--- src/rtl/burst_col_pkg.sv ---
package burst_col_pkg;
  typedef enum logic {ORD_SEQ = 1'b0, ORD_INTLV = 1'b1} order_e;

  typedef struct packed {
    logic [7:0] mask;
    logic       full;
    logic       seq;
  } burst_shape_t;
endpackage

--- src/rtl/burst_len_decode.sv ---
module burst_len_decode #(
  parameter int COL_W     = 8,
  parameter int CODE_W    = 3,
  parameter int MAX_LOG2  = 3,
  parameter int FULL_CODE = 7
) (
  input  logic [CODE_W-1:0] len_code,
  input  logic              order_mode,
  output logic [COL_W-1:0]  mask,
  output logic              full,
  output logic              seq
);
  import burst_col_pkg::*;

  always_comb begin
    mask = '0;
    full = 1'b0;
    if (len_code == CODE_W'(FULL_CODE)) begin
      mask = '1;
      full = 1'b1;
    end else begin
      for (int k = 0; k <= MAX_LOG2; k++) begin
        if (len_code == CODE_W'(k)) mask = COL_W'((1 << k) - 1);
      end
    end
    // full page always counts sequentially
    seq = full || (order_mode == ORD_SEQ);
  end
endmodule

--- src/rtl/burst_addr_map.sv ---
module burst_addr_map #(
  parameter int COL_W = 8
) (
  input  logic [COL_W-1:0] base,
  input  logic [COL_W-1:0] beat,
  input  logic [COL_W-1:0] mask,
  input  logic             seq,
  output logic [COL_W-1:0] col
);
  logic [COL_W-1:0] sum;
  assign sum = base + beat;

  for (genvar i = 0; i < COL_W; i++) begin : g_bit
    always_comb begin
      if (!mask[i])  col[i] = base[i];
      else if (seq)  col[i] = sum[i];
      else           col[i] = base[i] ^ beat[i];
    end
  end
endmodule

--- src/rtl/burst_beat_ctrl.sv ---
module burst_beat_ctrl #(
  parameter int COL_W = 8
) (
  input  logic             clk,
  input  logic             rst_n,
  input  logic             cke,
  input  logic             cmd_start,
  input  logic             cmd_term,
  input  logic [COL_W-1:0] start_col,
  input  logic [COL_W-1:0] mask_in,
  input  logic             full_in,
  input  logic             seq_in,
  output logic [COL_W-1:0] base_q,
  output logic [COL_W-1:0] beat_q,
  output logic [COL_W-1:0] mask_q,
  output logic             full_q,
  output logic             seq_q,
  output logic             valid_q,
  output logic             last
);
  assign last = valid_q && !full_q && (beat_q == mask_q);

  always_ff @(posedge clk) begin
    if (!rst_n) begin
      base_q  <= '0;
      beat_q  <= '0;
      mask_q  <= '0;
      full_q  <= 1'b0;
      seq_q   <= 1'b1;
      valid_q <= 1'b0;
    end else if (cke) begin
      if (cmd_start) begin
        base_q  <= start_col;
        beat_q  <= '0;
        mask_q  <= mask_in;
        full_q  <= full_in;
        seq_q   <= seq_in;
        valid_q <= 1'b1;
      end else if (cmd_term) begin
        valid_q <= 1'b0;
      end else if (valid_q) begin
        if (last) valid_q <= 1'b0;
        else      beat_q  <= beat_q + COL_W'(1);
      end
    end
  end
endmodule

--- src/rtl/burst_col_gen.sv ---
module burst_col_gen #(
  parameter int COL_W     = 8,
  parameter int CODE_W    = 3,
  parameter int MAX_LOG2  = 3,
  parameter int FULL_CODE = 7
) (
  input  logic              clk,
  input  logic              rst_n,
  input  logic              cke,
  input  logic              cmd_start,
  input  logic              cmd_term,
  input  logic [COL_W-1:0]  start_col,
  input  logic [CODE_W-1:0] len_code,
  input  logic              order_mode,
  output logic [COL_W-1:0]  col,
  output logic              col_valid,
  output logic              last_beat
);
  logic [COL_W-1:0] dec_mask, base_q, beat_q, mask_q;
  logic             dec_full, dec_seq, burst_full, seq_q;

  burst_len_decode #(.COL_W(COL_W), .CODE_W(CODE_W), .MAX_LOG2(MAX_LOG2),
                     .FULL_CODE(FULL_CODE)) u_dec (
    .len_code  (len_code),
    .order_mode(order_mode),
    .mask      (dec_mask),
    .full      (dec_full),
    .seq       (dec_seq)
  );

  burst_beat_ctrl #(.COL_W(COL_W)) u_ctrl (
    .clk      (clk),
    .rst_n    (rst_n),
    .cke      (cke),
    .cmd_start(cmd_start),
    .cmd_term (cmd_term),
    .start_col(start_col),
    .mask_in  (dec_mask),
    .full_in  (dec_full),
    .seq_in   (dec_seq),
    .base_q   (base_q),
    .beat_q   (beat_q),
    .mask_q   (mask_q),
    .full_q   (burst_full),
    .seq_q    (seq_q),
    .valid_q  (col_valid),
    .last     (last_beat)
  );

  burst_addr_map #(.COL_W(COL_W)) u_map (
    .base(base_q),
    .beat(beat_q),
    .mask(mask_q),
    .seq (seq_q),
    .col (col)
  );
endmodule

--- config.mk ---
export PLATFORM = sky130hd
export DESIGN_NAME = burst_col_gen
export DESIGN_NICKNAME = d
export VERILOG_FILES = /design/src/rtl/burst_col_pkg.sv /design/src/rtl/burst_len_decode.sv /design/src/rtl/burst_addr_map.sv /design/src/rtl/burst_beat_ctrl.sv /design/src/rtl/burst_col_gen.sv
export SDC_FILE = /design/constraint.sdc
export NUM_CORES = 1
export LEC_CHECK = 0
export ABC_AREA = 1
export BUFFER_PORTS_ARGS = -buffer_cell sky130_fd_sc_hd__buf_2
export CORE_ASPECT_RATIO = 0.75
export CORE_MARGIN = 4
export CORE_UTILIZATION = 44
export DETAILED_ROUTE_END_ITERATION = 10
export PLACE_DENSITY = 0.74
export SKIP_LAST_GASP = 1
export SLEW_MARGIN = 40
export SYNTH_ARGS = -nofsm -noshare
export SYNTH_HDL_FRONTEND = slang
export SYNTH_SLANG_ARGS = --single-unit
export TNS_END_PERCENT = 10
--- constraint.sdc ---
create_clock -name clk -period 4.5 [get_ports clk]
set_input_delay 0.45 -clock clk [delete_from_list [all_inputs] [get_ports clk]]
set_output_delay 0.45 -clock clk [all_outputs]
set_load 0.005 [all_outputs]
* After elaboration in Yosys (flattened, before gate mapping) *
Index checks and enable logic that the tools add are counted.
W data, S select, Z words.

operators by class
  add/subtract/negate cells = 2
  equal/unequal tests = 7
  muxes and demuxes = 29
  bitwise operators = 9
  reductions and logical operators = 7

operators by type and width
  cell                   count
  $mux W8                5
  $mux W1                22
  $add A8 B1 Y8 const B  1
  $add A8 B8 Y8          1
  $eq A8 B8 Y1           1
  $xor A1 B1 Y1          8
  $eq A3 B2 Y1 const B   2
  $ne A2 B2 Y1 const B   2
  $reduce_and A4 Y1      1
  $eq A3 B1 Y1 const B   1
  $eq A3 B3 Y1 const B   1
  $mux W3                1
  $logic_and A1 B1 Y1    2
  $mux W2                1
  $reduce_and A2 Y1      1
  $reduce_bool A2 Y1     1
  $logic_not A1 Y1       1
  $logic_or A1 B1 Y1     1
  $not A1 Y1             1

word-level totals
  flip-flop bits (word level) = 27
  input bits = 17
  output and inout bits = 10
  word-level logic and storage cells = 60

* Depth between registers and ports, before layout *
Gate-level depths: netlist (run 1).

  depth in word-level cells = 7
  gate-level depth with buffers = 11
  gate-level depth less buffers = 11

* Hierarchy *
Synthesis (run 1) repeated with hierarchy kept, for this count alone.

unflattened totals
  cell total of the unflattened synthesis = 277
  area total of the unflattened synthesis = 1839.3 µm²

by module, submodules not included
  module            instances  cells each  area an instance (µm²)  seq. area each (µm²)
  burst_beat_ctrl   1          184         1263.7                  540.5
  burst_addr_map    1          79          491.7                   0.0
  burst_len_decode  1          14          83.8                    0.0

* Worst setup path after synthesis (run 1) *
OpenSTA, ideal clock, no wires.

  path kind = reg2out
  from = register u_ctrl.beat_q[0]
  to = output port col[4]
  arrival = 1.497 ns
  data required time = 4.050 ns
  setup slack = 2.553 ns
  stages on the path, launching flop included = 10
  buffers on the path = 0
  cell sequence = dfxtp_1 ha_1 inv_1 fa_1 inv_1 nand3_1 nand2_1 nand2_1 xor2_1 o21ai_0

on the way
  cells in the longest elaborated chain, start to end = 3

RTL lines
  element                 RTL line               source
  start, declared         burst_beat_ctrl.sv:14  output logic [COL_W-1:0] beat_q,
  start signal, assigned  burst_beat_ctrl.sv:43  else beat_q <= beat_q + COL_W'(1);
  $add A8 B8 Y8           burst_addr_map.sv:11   assign sum = base + beat;
  $mux W1                 burst_addr_map.sv:16   else if (seq) col[i] = sum[i];
  $mux W1                 burst_addr_map.sv:15   if (!mask[i]) col[i] = base[i];
  end, declared           burst_col_gen.sv:15    output logic [COL_W-1:0] col,

No other way between the ends.

* Worst setup path in the final report (run 1) *
Ends and elaborated chain as after synthesis.

==> results of run 1 <==
power breakdown:
group	total [W]	internal [W]	switching [W]
clock network	0.000146	0.0000782	0.0000680
registers	0.000217	0.000205	0.0000122
logic	0.0000743	0.0000312	0.0000431
cell families (layout without fill, tap and decap cells):
kind of cell,count (synthesis),after routing,share of synthesized area (%)
DFF,22,22,29.8
adders and majority gates,9,9,8.13
xor gates and xnor gates,4,4,2.37
AOI/OAI and AO/OA,36,36,13.1
and+or+nand+nor,127,127,37.1
buffers and inverters,34,59,9.48
metal layers:
layer / vias to the layer above / track usage (%)
li1: 802 / -
met1: 630 / 24.4
met2: 35 / 22.5
met3: 5 / 3.99
met4: 0 / 3.81
met5: - / 0
Yosys cell counts, drive strengths merged:
cell type	count	area (um^2)
a21oi	12	60.1
inv	29	109
a221oi	1	8.76
nand3	22	115
xor2	3	26.3
clkbuf	3	15.0
dfxtp	22	440
buf	2	16.3
xnor2	1	8.76
nand3b	1	7.51
fa	1	20.0
a211oi	1	7.51
o211ai	2	15.0
ha	8	100
nor2	31	119
nand2	68	273
o21bai	1	7.51
nand4	3	18.8
nor3b	2	15.0
o21ai	19	95.1
cell usage in the layout, fill, tap and decap left out, drive strengths merged:
cell type  synthesis  routed
a211oi             1       1
a21oi             12      12
a221oi             1       1
buf                2      26
clkbuf             3       4
dfxtp             22      22
fa                 1       1
ha                 8       8
inv               29      29
nand2             68      68
nand3             22      22
nand3b             1       1
nand4              3       3
nor2              31      31
nor3b              2       2
o211ai             2       2
o21ai             19      19
o21bai             1       1
xnor2              1       1
xor2               3       3
area by class of cell:
| type | count | area [um^2] |
|---|---|---|
| inverters | 29 | 109 |
| well taps | 38 | 47.5 |
| multi-input cells | 176 | 897 |
| repair buffers | 26 | 130 |
| clock buffers | 4 | 55.1 |
| flip-flops and latches | 22 | 440 |
| fillers | 297 | 1410 |
state kept, by name, summed over array words and instances (netlist names):
signal / count
u_ctrl.base_q: 8
u_ctrl.beat_q: 8
u_ctrl.mask_q: 4
u_ctrl.seq_q: 1
u_ctrl.valid_q: 1
worst register-to-register path, cell delays in order (launching register included):
cell and delay, ns:
sky130_fd_sc_hd__dfxtp_1 0.51, sky130_fd_sc_hd__nand3_1 0.16, sky130_fd_sc_hd__nor2_1 0.27, sky130_fd_sc_hd__nand2_1 0.08, sky130_fd_sc_hd__nand2_1 0.07, sky130_fd_sc_hd__nand2_1 0.04, sky130_fd_sc_hd__nor2_1 0.07, sky130_fd_sc_hd__nand2_1 0.06
sky130_fd_sc_hd__a21oi_1 0.11
per-stage QoR:
step / utilization (%) / instances / power (W)
floorplan: - / 232 / 0.000271
global placement: 52.7 / 291 / 0.000296
detailed placement: 52.7 / 291 / 0.000296
CTS: 54.4 / 295 / 0.000439
global route: 54.4 / 295 / 0.000462
finish: 54.4 / 295 / 0.000438
path summary, 6_finish.rpt:
kind                                       start                to  depth (start not counted)
worst max-delay path            u_ctrl.beat_q[0]            col[4]                         10
worst min-delay path                start_col[4]  u_ctrl.base_q[4]                          3
worst max register to register  u_ctrl.beat_q[2]  u_ctrl.beat_q[5]                          8
worst min register to register  u_ctrl.base_q[7]  u_ctrl.base_q[7]                          2
==> run_results.csv, run 1 <==
group,metric,value,unit
routing,topRoutingLayerUsed,"met4",
clock_tree,cts_root_buf,"sky130_fd_sc_hd__clkbuf_8",
global_routing,track_usage,16.1,%
clock_tree,clk-insertion-delay-late,0.27,ns
timing,clock-skew-final,0.00550,ns
floorplanning,coreArea,3080,um^2
routing,drt_pre_antenna_iters,4,
synthesis,post_synth_num_cell_types,28,
worst_setup_path,maximum_cell_stage_delay_along_the_critical_path,0.42,ns
worst_setup_path,worst_path_bufs_invs,3,
placed_design,gp_congestion,0.801,
timing,fin_crit_sh,54.2,%
timing,grt_setup_unrepaired,"false",
final_layout,final_area,1680,um^2
global_routing,first_global_vias,1169,
routing,met3RoutedLength,227,um
timing,final.setup.worst_slack,2.06,ns
clock_tree,clock-sinks,22,
run_status,run_status,"finished, final reports clean",
timing,finalMaxSlewViolations,0,
placed_design,place_ws,2.36,ns
routing,wire_per_inst,11.2,um
timing,setup-violations-final,0,
final_layout,finalNetCount,284,
clock_tree,tritoncts,"yes",
worst_setup_path,worst_setup_path_start_kind,"flip-flop",
global_routing,antenna_found_initial,0,
routing,drt_wl_total,3310,um
global_routing,total_grt_overflow,0,
clock_tree,cts.repair.resized,0,
global_routing,grt_max_degree,20,
worst_setup_path,reg2reg_setup_slack,3.06,ns
timing,timing.final.crit_period,2.44,ns
synthesis,synthesis.nets,258,
synthesis,netlist_instances,232,
run,maxCapViolations,0,
routing,detail_route.drc_violations,0,
timing,hold_slack,0.426,ns
global_routing,grt_pass1_wl,5460,um
clock_tree,clk_path_buf_depth,2,
worst_setup_path,crit_family,"adder cells",
floorplanning,die-height,58.2,um
final_layout,flow.area_growth_from_synthesis,13.6,%
clock_tree,htree_levels,1,
timing,timing.fmax,410,MHz
synthesis,mean_area_per_synthesized_cell,6.37,um^2
routing,route.met2.wl,1320,um
power_and_ir_drop,power-per-cell-area,261,nW/um^2
floorplanning,dieArea,4360,um^2
routing,initialDrtViolationCount,126,
routing,route.layer.met1.wl,1730,um
routing,vias_per_cell,4.99,
floorplanning,num_io_pins,27,
synthesis,mappedNetlistArea,1480,um^2
worst_setup_path,worstPathMaxFanout,5,
timing,relSlewSlack,73.8,%
worst_hold_path,hold_class,"in -> reg",
worst_setup_path,worst_ep_arrival_time,1.99,ns
power_and_ir_drop,p_leak,0.862,nW
timing,tns,0,ns
floorplanning,std_cell_rows,17,
worst_setup_path,cp_data_required_time,4.05,ns
clock_tree,clock_transition_time_at_the_flip_flop_clock_pins_of_the_worst_setup_and_hold_paths,0.08,ns
final_layout,layout-drive-gt1-share,14.0,%
timing,worstMarginPinSlew,0.393,ns
worst_setup_path,crit_path_end_kind,"output pin",
power_and_ir_drop,vdd_ir_drop_max,0.000154,V
placed_design,port_buffers,26,
routing,ant_nets,0,
clock_tree,cts-buffers-inserted,3,
routing,vias,1472,
clock_tree,post_cts_setup_buffer_count,0,
clock_tree,post_cts_hold_buffer_count,0,
timing,final_hold_viol_count,0,
placed_design,place_area,1620,um^2
synthesis,yosys_warnings,0,
worst_setup_path,worst_path_max_delay_cell,"sky130_fd_sc_hd__dfxtp_1",
floorplanning,dieWidth,74.9,um
worst_setup_path,cell_by_cell_trace_of_the_critical_path,"ha_1 > inv_1 > fa_1 > inv_1 > nand3_1 > nand2_1 > nand2_1 > xor2_1 > o21ai_0 > buf_2",
placed_design,detailed_place_hpwl,2540,um
floorplanning,initial_utilization,47.9,%
worst_setup_path,timing_worst_setup_path_type,"reg -> out",
synthesis,ys_ff_latch,22,
final_layout,antenna_cells,0,
synthesis,seq_area_frac_synth,29.8,%
No activity file was read; power rests on OpenSTA's default activity.
==> run 2: changes to the inputs <==
--- a/config.mk
+++ b/config.mk
@@ -11,7 +11,7 @@
 export CORE_MARGIN = 4
 export CORE_UTILIZATION = 44
 export DETAILED_ROUTE_END_ITERATION = 10
-export PLACE_DENSITY = 0.74
+export PLACE_DENSITY = 0.77
 export SKIP_LAST_GASP = 1
 export SLEW_MARGIN = 40
 export SYNTH_ARGS = -nofsm -noshare
==> constraint.sdc (replaced) <==
create_clock -name clk -period 2.1 [get_ports clk]
set_input_delay 0.21 -clock clk [delete_from_list [all_inputs] [get_ports clk]]
set_output_delay 0.21 -clock clk [all_outputs]
set_load 0.005 [all_outputs]
==> run_results.csv, run 2 (synthesis gave the netlist of run 1 again) <==
group,metric,value,unit
worst_setup_path,worst_path_bufs_invs,3,
timing,finalMaxSlewViolations,0,
clock_tree,clock_transition_time_at_the_flip_flop_clock_pins_of_the_worst_setup_and_hold_paths,0.09,ns
worst_setup_path,ff2ff_path_depth,9,
clock_tree,htree_levels,1,
clock_tree,clock-sinks,22,
worst_setup_path,worstPathMaxFanout,2,
global_routing,total_grt_overflow,0,
final_layout,fillerInstances,302,
worst_setup_path,cp_data_required_time,1.89,ns
global_routing,first_global_vias,1342,
timing,timing.fmax,490,MHz
worst_hold_path,hold_class,"in -> reg",
final_layout,finish.cell_count_without_fillers,302,
floorplanning,std_cell_rows,17,
power_and_ir_drop,p_leak,0.901,nW
worst_setup_path,crit_family,"simple AND/OR/NAND/NOR gates",
worst_setup_path,regToRegEndpoint,"u_ctrl.beat_q[5]",
final_layout,flow.area_growth_from_synthesis,21.0,%
final_layout,finalNetCount,291,
power_and_ir_drop,vdd_ir_drop_max,0.000356,V
floorplanning,coreArea,3080,um^2
worst_hold_path,holdPathEnd,"u_ctrl.base_q[6]",
worst_setup_path,worst_setup_path_start_kind,"flip-flop",
worst_hold_path,min_from,"start_col[6]",
routing,vias,1547,
global_routing,grt_pass1_wl,6050,um
routing,initialDrtViolationCount,107,
routing,drt_wl_total,3660,um
worst_setup_path,timing_worst_setup_path_type,"reg -> out",
routing,wire_per_inst,12.1,um
worst_setup_path,crit_path_frequent_cell,"sky130_fd_sc_hd__nand2_1",
power_and_ir_drop,power-per-cell-area,582,nW/um^2
worst_setup_path,worst_path_max_delay_cell,"sky130_fd_sc_hd__dfxtp_4",
placed_design,detailed_place_hpwl,2680,um
clock_tree,clk_path_buf_depth,2,
power_and_ir_drop,power.total,0.00104,W
global_routing,grt_max_degree,20,
routing,detail_route.drc_violations,0,
worst_hold_path,holdPathStages,3,
timing,grt_setup_unrepaired,"true",
final_layout,most-common-layout-cells,"sky130_fd_sc_hd__nand2_1, sky130_fd_sc_hd__nor2_1, sky130_fd_sc_hd__inv_1, sky130_fd_sc_hd__buf_2",
timing,timing.final.crit_period,2.04,ns
floorplanning,dieWidth,74.9,um
floorplanning,die-height,58.2,um
global_routing,track_usage,17.6,%
final_layout,mostFrequentLayoutCell,"sky130_fd_sc_hd__nand2_1",
routing,ant_nets,0,
routing,drt_pre_antenna_iters,4,
timing,final_hold_viol_count,0,
worst_setup_path,reg2reg_setup_slack,0.63,ns
placed_design,place_inst,296,
worst_setup_path,cell_by_cell_trace_of_the_critical_path,"ha_4 > inv_2 > fa_2 > inv_2 > nand3_2 > nand2_2 > nand4_1 > nand2_1 > nand2_1 > nand3_1 > nand2_1 > buf_2",
timing,clock-skew-final,0.00722,ns
worst_setup_path,crit_path_end_kind,"output pin",
clock_tree,clk-insertion-delay-late,0.27,ns
worst_setup_path,worst_ep_arrival_time,1.83,ns
placed_design,port_buffers,26,
clock_tree,tritoncts,"yes",
timing,relSlewSlack,73.7,%
clock_tree,cts-buffers-inserted,3,
timing,final.setup.worst_slack,0.0578,ns
run,maxCapViolations,0,
floorplanning,num_io_pins,27,
timing,setup-violations-final,0,
placed_design,gp_congestion,0.854,
placed_design,place_ws,0.218,ns
floorplanning,dieArea,4360,um^2
run_status,run_status,"finished, final reports clean",
final_layout,final_area,1790,um^2
final_layout,antenna_cells,0,
global_routing,antenna_found_initial,0,
timing,fin_crit_sh,97.2,%
floorplanning,initial_utilization,47.9,%
routing,vias_per_cell,5.12,
final_layout,reg.largest.list,"u_ctrl.base_q: 8 flops, u_ctrl.beat_q: 8 flops, u_ctrl.mask_q: 4 flops",
worst_setup_path,maximum_cell_stage_delay_along_the_critical_path,0.37,ns
clock_tree,cts_root_buf,"sky130_fd_sc_hd__clkbuf_8",
final_layout,layout-drive-gt1-share,19.7,%
worst_setup_path,crit-reg2reg-launch,"u_ctrl.beat_q[2]",
placed_design,place_area,1660,um^2
timing,worstMarginPinSlew,0.394,ns
-- run 2: changes by cell type in the layout (fill, tap and decap cells not counted), sizes merged --
cell	previous run	this run
buf	26	33
bufinv	0	1
clkbuf	4	3
-- run 2: repair_timing --
item | in CTS | in global routing
pin swaps | 0 | 5
hold buffers | 0 | 0
setup buffers | 1 | 1
gates resized for setup | 3 | 9
setup endpoints to repair | 2 | 5
-- run 2: worst max path at each step --
stage                  end  depth (start not counted)             start
floorplan           col[4]                          9  u_ctrl.beat_q[0]
global placement    col[4]                         10  u_ctrl.beat_q[0]
detailed placement  col[6]                         12  u_ctrl.beat_q[0]
CTS                 col[4]                         10  u_ctrl.beat_q[0]
global route        col[6]                         12  u_ctrl.base_q[0]
finish              col[6]                         12  u_ctrl.beat_q[0]
-- run 2: metrics by stage --
step	hold WS [ns]	utilization, %	TNS [ns]
floorplan	0.333	-	0
global placement	0.456	53.9	0
detailed placement	0.464	53.9	0
CTS	0.198	56.6	0
global route	0.208	58.0	-0.0904
finish	0.197	58.0	0
-- run 2: layout make-up --
type | count | area, um^2 | area share (%)
multi-input combinational | 176 | 932 | 52.1
sequential | 22 | 445 | 24.9
timing repair buffer | 33 | 183 | 10.2
inverter | 29 | 109 | 6.09
tap | 38 | 47.5 | 2.66
clock buffer | 3 | 41.3 | 2.31
clock inverter | 1 | 30.0 | 1.68
-- run 2: routing by layer --
layer / track usage, % / vias up / wire [um]
li1: - / 810 / -
met2: 25.6 / 41 / 1550
met1: 25.9 / 694 / 1830
met3: 4.85 / 2 / 260
met5: 0 / - / 0
met4: 3.05 / 0 / 17
-- run 2: tightest hold or removal path, cell delays in order --
cell,delay [ns]
sky130_fd_sc_hd__buf_2,0.07
sky130_fd_sc_hd__o21ai_0,0.07
sky130_fd_sc_hd__nor2_1,0.08
-- run 2: where the power goes --
group / internal, W / total (W) / switching [W]
Clock: 0.000255 / 0.000402 / 0.000147
Combinational: 0.0000744 / 0.000176 / 0.000101
Sequential: 0.000438 / 0.000463 / 0.0000242
==> run 3: changes to the inputs <==
--- a/config.mk
+++ b/config.mk
@@ -7,11 +7,13 @@
 export LEC_CHECK = 0
 export ABC_AREA = 1
 export BUFFER_PORTS_ARGS = -buffer_cell sky130_fd_sc_hd__buf_2
+export CELL_PAD_IN_SITES_DETAIL_PLACEMENT = 1
+export CELL_PAD_IN_SITES_GLOBAL_PLACEMENT = 1
 export CORE_ASPECT_RATIO = 0.75
 export CORE_MARGIN = 4
-export CORE_UTILIZATION = 44
+export CORE_UTILIZATION = 34
 export DETAILED_ROUTE_END_ITERATION = 10
-export PLACE_DENSITY = 0.77
+export PLACE_DENSITY = 0.83
 export SKIP_LAST_GASP = 1
 export SLEW_MARGIN = 40
 export SYNTH_ARGS = -nofsm -noshare
==> run_results.csv, run 3 (synthesis gave the netlist of run 1 again) <==
group,metric,value,unit
global_routing,antenna_found_initial,0,
routing,drt_wl_total,4300,um
final_layout,regArea,445,um^2
final_layout,mostFrequentLayoutCell,"sky130_fd_sc_hd__nand2_1",
placed_design,detailed_place_hpwl,3300,um
final_layout,flow.area_growth_from_synthesis,21.5,%
timing,timing.final.crit_period,2.06,ns
run,maxCapViolations,0,
floorplanning,initial_utilization,35.8,%
routing,initialDrtViolationCount,57,
clock_tree,clk_path_buf_depth,2,
worst_hold_path,hold_class,"in -> reg",
final_layout,antenna_cells,0,
final_layout,fillerInstances,566,
floorplanning,dieWidth,84.1,um
final_layout,finalNetCount,293,
run_status,run_status,"finished, final reports clean",
timing,final_hold_viol_count,0,
clock_tree,post_cts_hold_buffer_count,0,
worst_setup_path,worstPathMaxFanout,2,
timing,timing.fmax,486,MHz
routing,drt_pre_antenna_iters,4,
worst_setup_path,regToRegEndpoint,"u_ctrl.valid_q",
routing,vias,1582,
power_and_ir_drop,vdd_ir_drop_max,0.000315,V
timing,relSlewSlack,70.8,%
routing,ant_nets,0,
final_layout,multiInputGateArea,920,um^2
final_layout,reg.largest.list,"u_ctrl.base_q: 8 flops, u_ctrl.beat_q: 8 flops, u_ctrl.mask_q: 4 flops",
clock_tree,clock_transition_time_at_the_flip_flop_clock_pins_of_the_worst_setup_and_hold_paths,0.09,ns
clock_tree,clock-sinks,22,
clock_tree,clk-insertion-delay-late,0.27,ns
worst_setup_path,timing_worst_setup_path_type,"reg -> out",
clock_tree,htree_levels,1,
clock_tree,tritoncts,"yes",
worst_hold_path,holdPathEnd,"u_ctrl.base_q[3]",
timing,clock-skew-final,0.0104,ns
worst_setup_path,worst_ep_arrival_time,1.85,ns
timing,worstMarginPinSlew,0.437,ns
worst_hold_path,holdPathStages,3,
timing,hold_slack,0.186,ns
power_and_ir_drop,p_leak,0.906,nW
clock_tree,cts_root_buf,"sky130_fd_sc_hd__clkbuf_8",
routing,wire_per_inst,13.4,um
floorplanning,std_cell_rows,20,
final_layout,most-common-layout-cells,"sky130_fd_sc_hd__nand2_1, sky130_fd_sc_hd__nor2_1, sky130_fd_sc_hd__inv_1, sky130_fd_sc_hd__buf_2",
timing,finalMaxSlewViolations,0,
timing,grt_setup_unrepaired,"true",
global_routing,grt_pass1_wl,7530,um
floorplanning,dieArea,5480,um^2
worst_setup_path,worst_setup_path_start_kind,"flip-flop",
placed_design,port_buffers,26,
worst_hold_path,min_from,"start_col[3]",
placed_design,gp_congestion,0.792,
power_and_ir_drop,power-per-cell-area,538,nW/um^2
timing,fin_crit_sh,98.0,%
global_routing,first_global_vias,1624,
placed_design,place_area,1680,um^2
floorplanning,num_io_pins,27,
global_routing,grt_max_degree,20,
global_routing,track_usage,17.1,%
final_layout,final_area,1800,um^2
floorplanning,coreArea,4130,um^2
clock_tree,cts-buffers-inserted,3,
timing,setup-violations-final,0,
routing,vias_per_cell,4.93,
worst_setup_path,crit-reg2reg-launch,"u_ctrl.beat_q[4]",
worst_setup_path,cp_data_required_time,1.89,ns
final_layout,layout-drive-gt1-share,19.5,%
worst_setup_path,crit_path_end_kind,"output pin",
floorplanning,die-height,65.1,um
routing,detail_route.drc_violations,0,
worst_setup_path,reg2reg_setup_slack,0.60,ns
global_routing,total_grt_overflow,0,
worst_setup_path,ff2ff_path_depth,9,
==> run 3: cell types whose count changed in the layout (fill, tap and decap cells not counted) <==
| cell | before | now |
|---|---|---|
| sky130_fd_sc_hd__buf_4 | 7 | 9 |
| sky130_fd_sc_hd__bufinv_16 | 1 | 0 |
| sky130_fd_sc_hd__clkbuf_8 | 3 | 4 |
| sky130_fd_sc_hd__ha_1 | 6 | 7 |
| sky130_fd_sc_hd__ha_4 | 2 | 1 |
| sky130_fd_sc_hd__inv_1 | 26 | 27 |
| sky130_fd_sc_hd__inv_2 | 3 | 2 |
| sky130_fd_sc_hd__o21ai_0 | 17 | 16 |
| sky130_fd_sc_hd__o21ai_1 | 2 | 3 |
==> run 3: repair_timing <==
| item | CTS | global route |
|---|---|---|
| buffers inserted | 4 | 0 |
| gates cloned | 0 | 0 |
| resized for setup | 7 | 4 |
| endpoints found under the setup margin | 4 | 6 |
| pin swaps | 3 | 2 |
==> run 3: power breakdown <==
group	switching, W	internal (W)	leakage, nW
clock network	0.000155	0.000168	0.0288
registers	0.0000236	0.000438	0.182
logic	0.000108	0.0000736	0.696
==> run 3: area by class of cell <==
| type | count | area share [%] |
|---|---|---|
| multi-input combinational | 176 | 51.2 |
| sequential | 22 | 24.8 |
| timing repair buffer | 35 | 11.0 |
| inverter | 29 | 6.06 |
| tap | 55 | 3.83 |
| clock buffer | 4 | 3.07 |
==> run 3: worst max-delay path by stage <==
stage,endpoint,cells past startpoint,from,slack [ns]
final,col[2],9,u_ctrl.beat_q[0],0.04
after global routing,col[6],12,u_ctrl.beat_q[0],-0.11
after CTS,col[4],10,u_ctrl.beat_q[0],0.03
after detailed placement,col[4],10,u_ctrl.beat_q[0],0.09
after global placement,col[4],10,u_ctrl.beat_q[0],0.17
after floorplan,col[4],9,u_ctrl.beat_q[0],0.39
==> run 3: per-layer routing <==
metal / GRT usage [%] / part of all wire (%) / vias to the layer above
li1: - / - / 815
met1: 22.0 / 51 / 726
met2: 30.0 / 44 / 37
met3: 3.76 / 4.6 / 4
met4: 2.41 / 0.56 / 0
met5: 0 / 0 / -
==> run 3: metrics by stage <==
stage	setup TNS, ns	cells	setup slack (ns)	utilization [%]	total power, W
finish	0	321	0.0422	43.5	0.000966
global route	-0.475	321	-0.107	43.5	0.00102
CTS	0	321	0.0264	43.3	0.000970
detailed placement	0	313	0.0891	40.8	0.000648
global placement	0	313	0.165	40.8	0.000641
floorplan	0	232	0.393	-	0.000580
==> run 3: worst max-delay path, cell delays in order (launching register included) <==
cell and delay [ns]:
sky130_fd_sc_hd__dfxtp_4 0.37, sky130_fd_sc_hd__ha_4 0.13, sky130_fd_sc_hd__inv_1 0.05, sky130_fd_sc_hd__fa_2 0.33
sky130_fd_sc_hd__inv_2 0.07, sky130_fd_sc_hd__buf_4 0.10, sky130_fd_sc_hd__nand2_1 0.05, sky130_fd_sc_hd__xor2_1 0.15
sky130_fd_sc_hd__o21ai_0 0.17, sky130_fd_sc_hd__buf_2 0.15
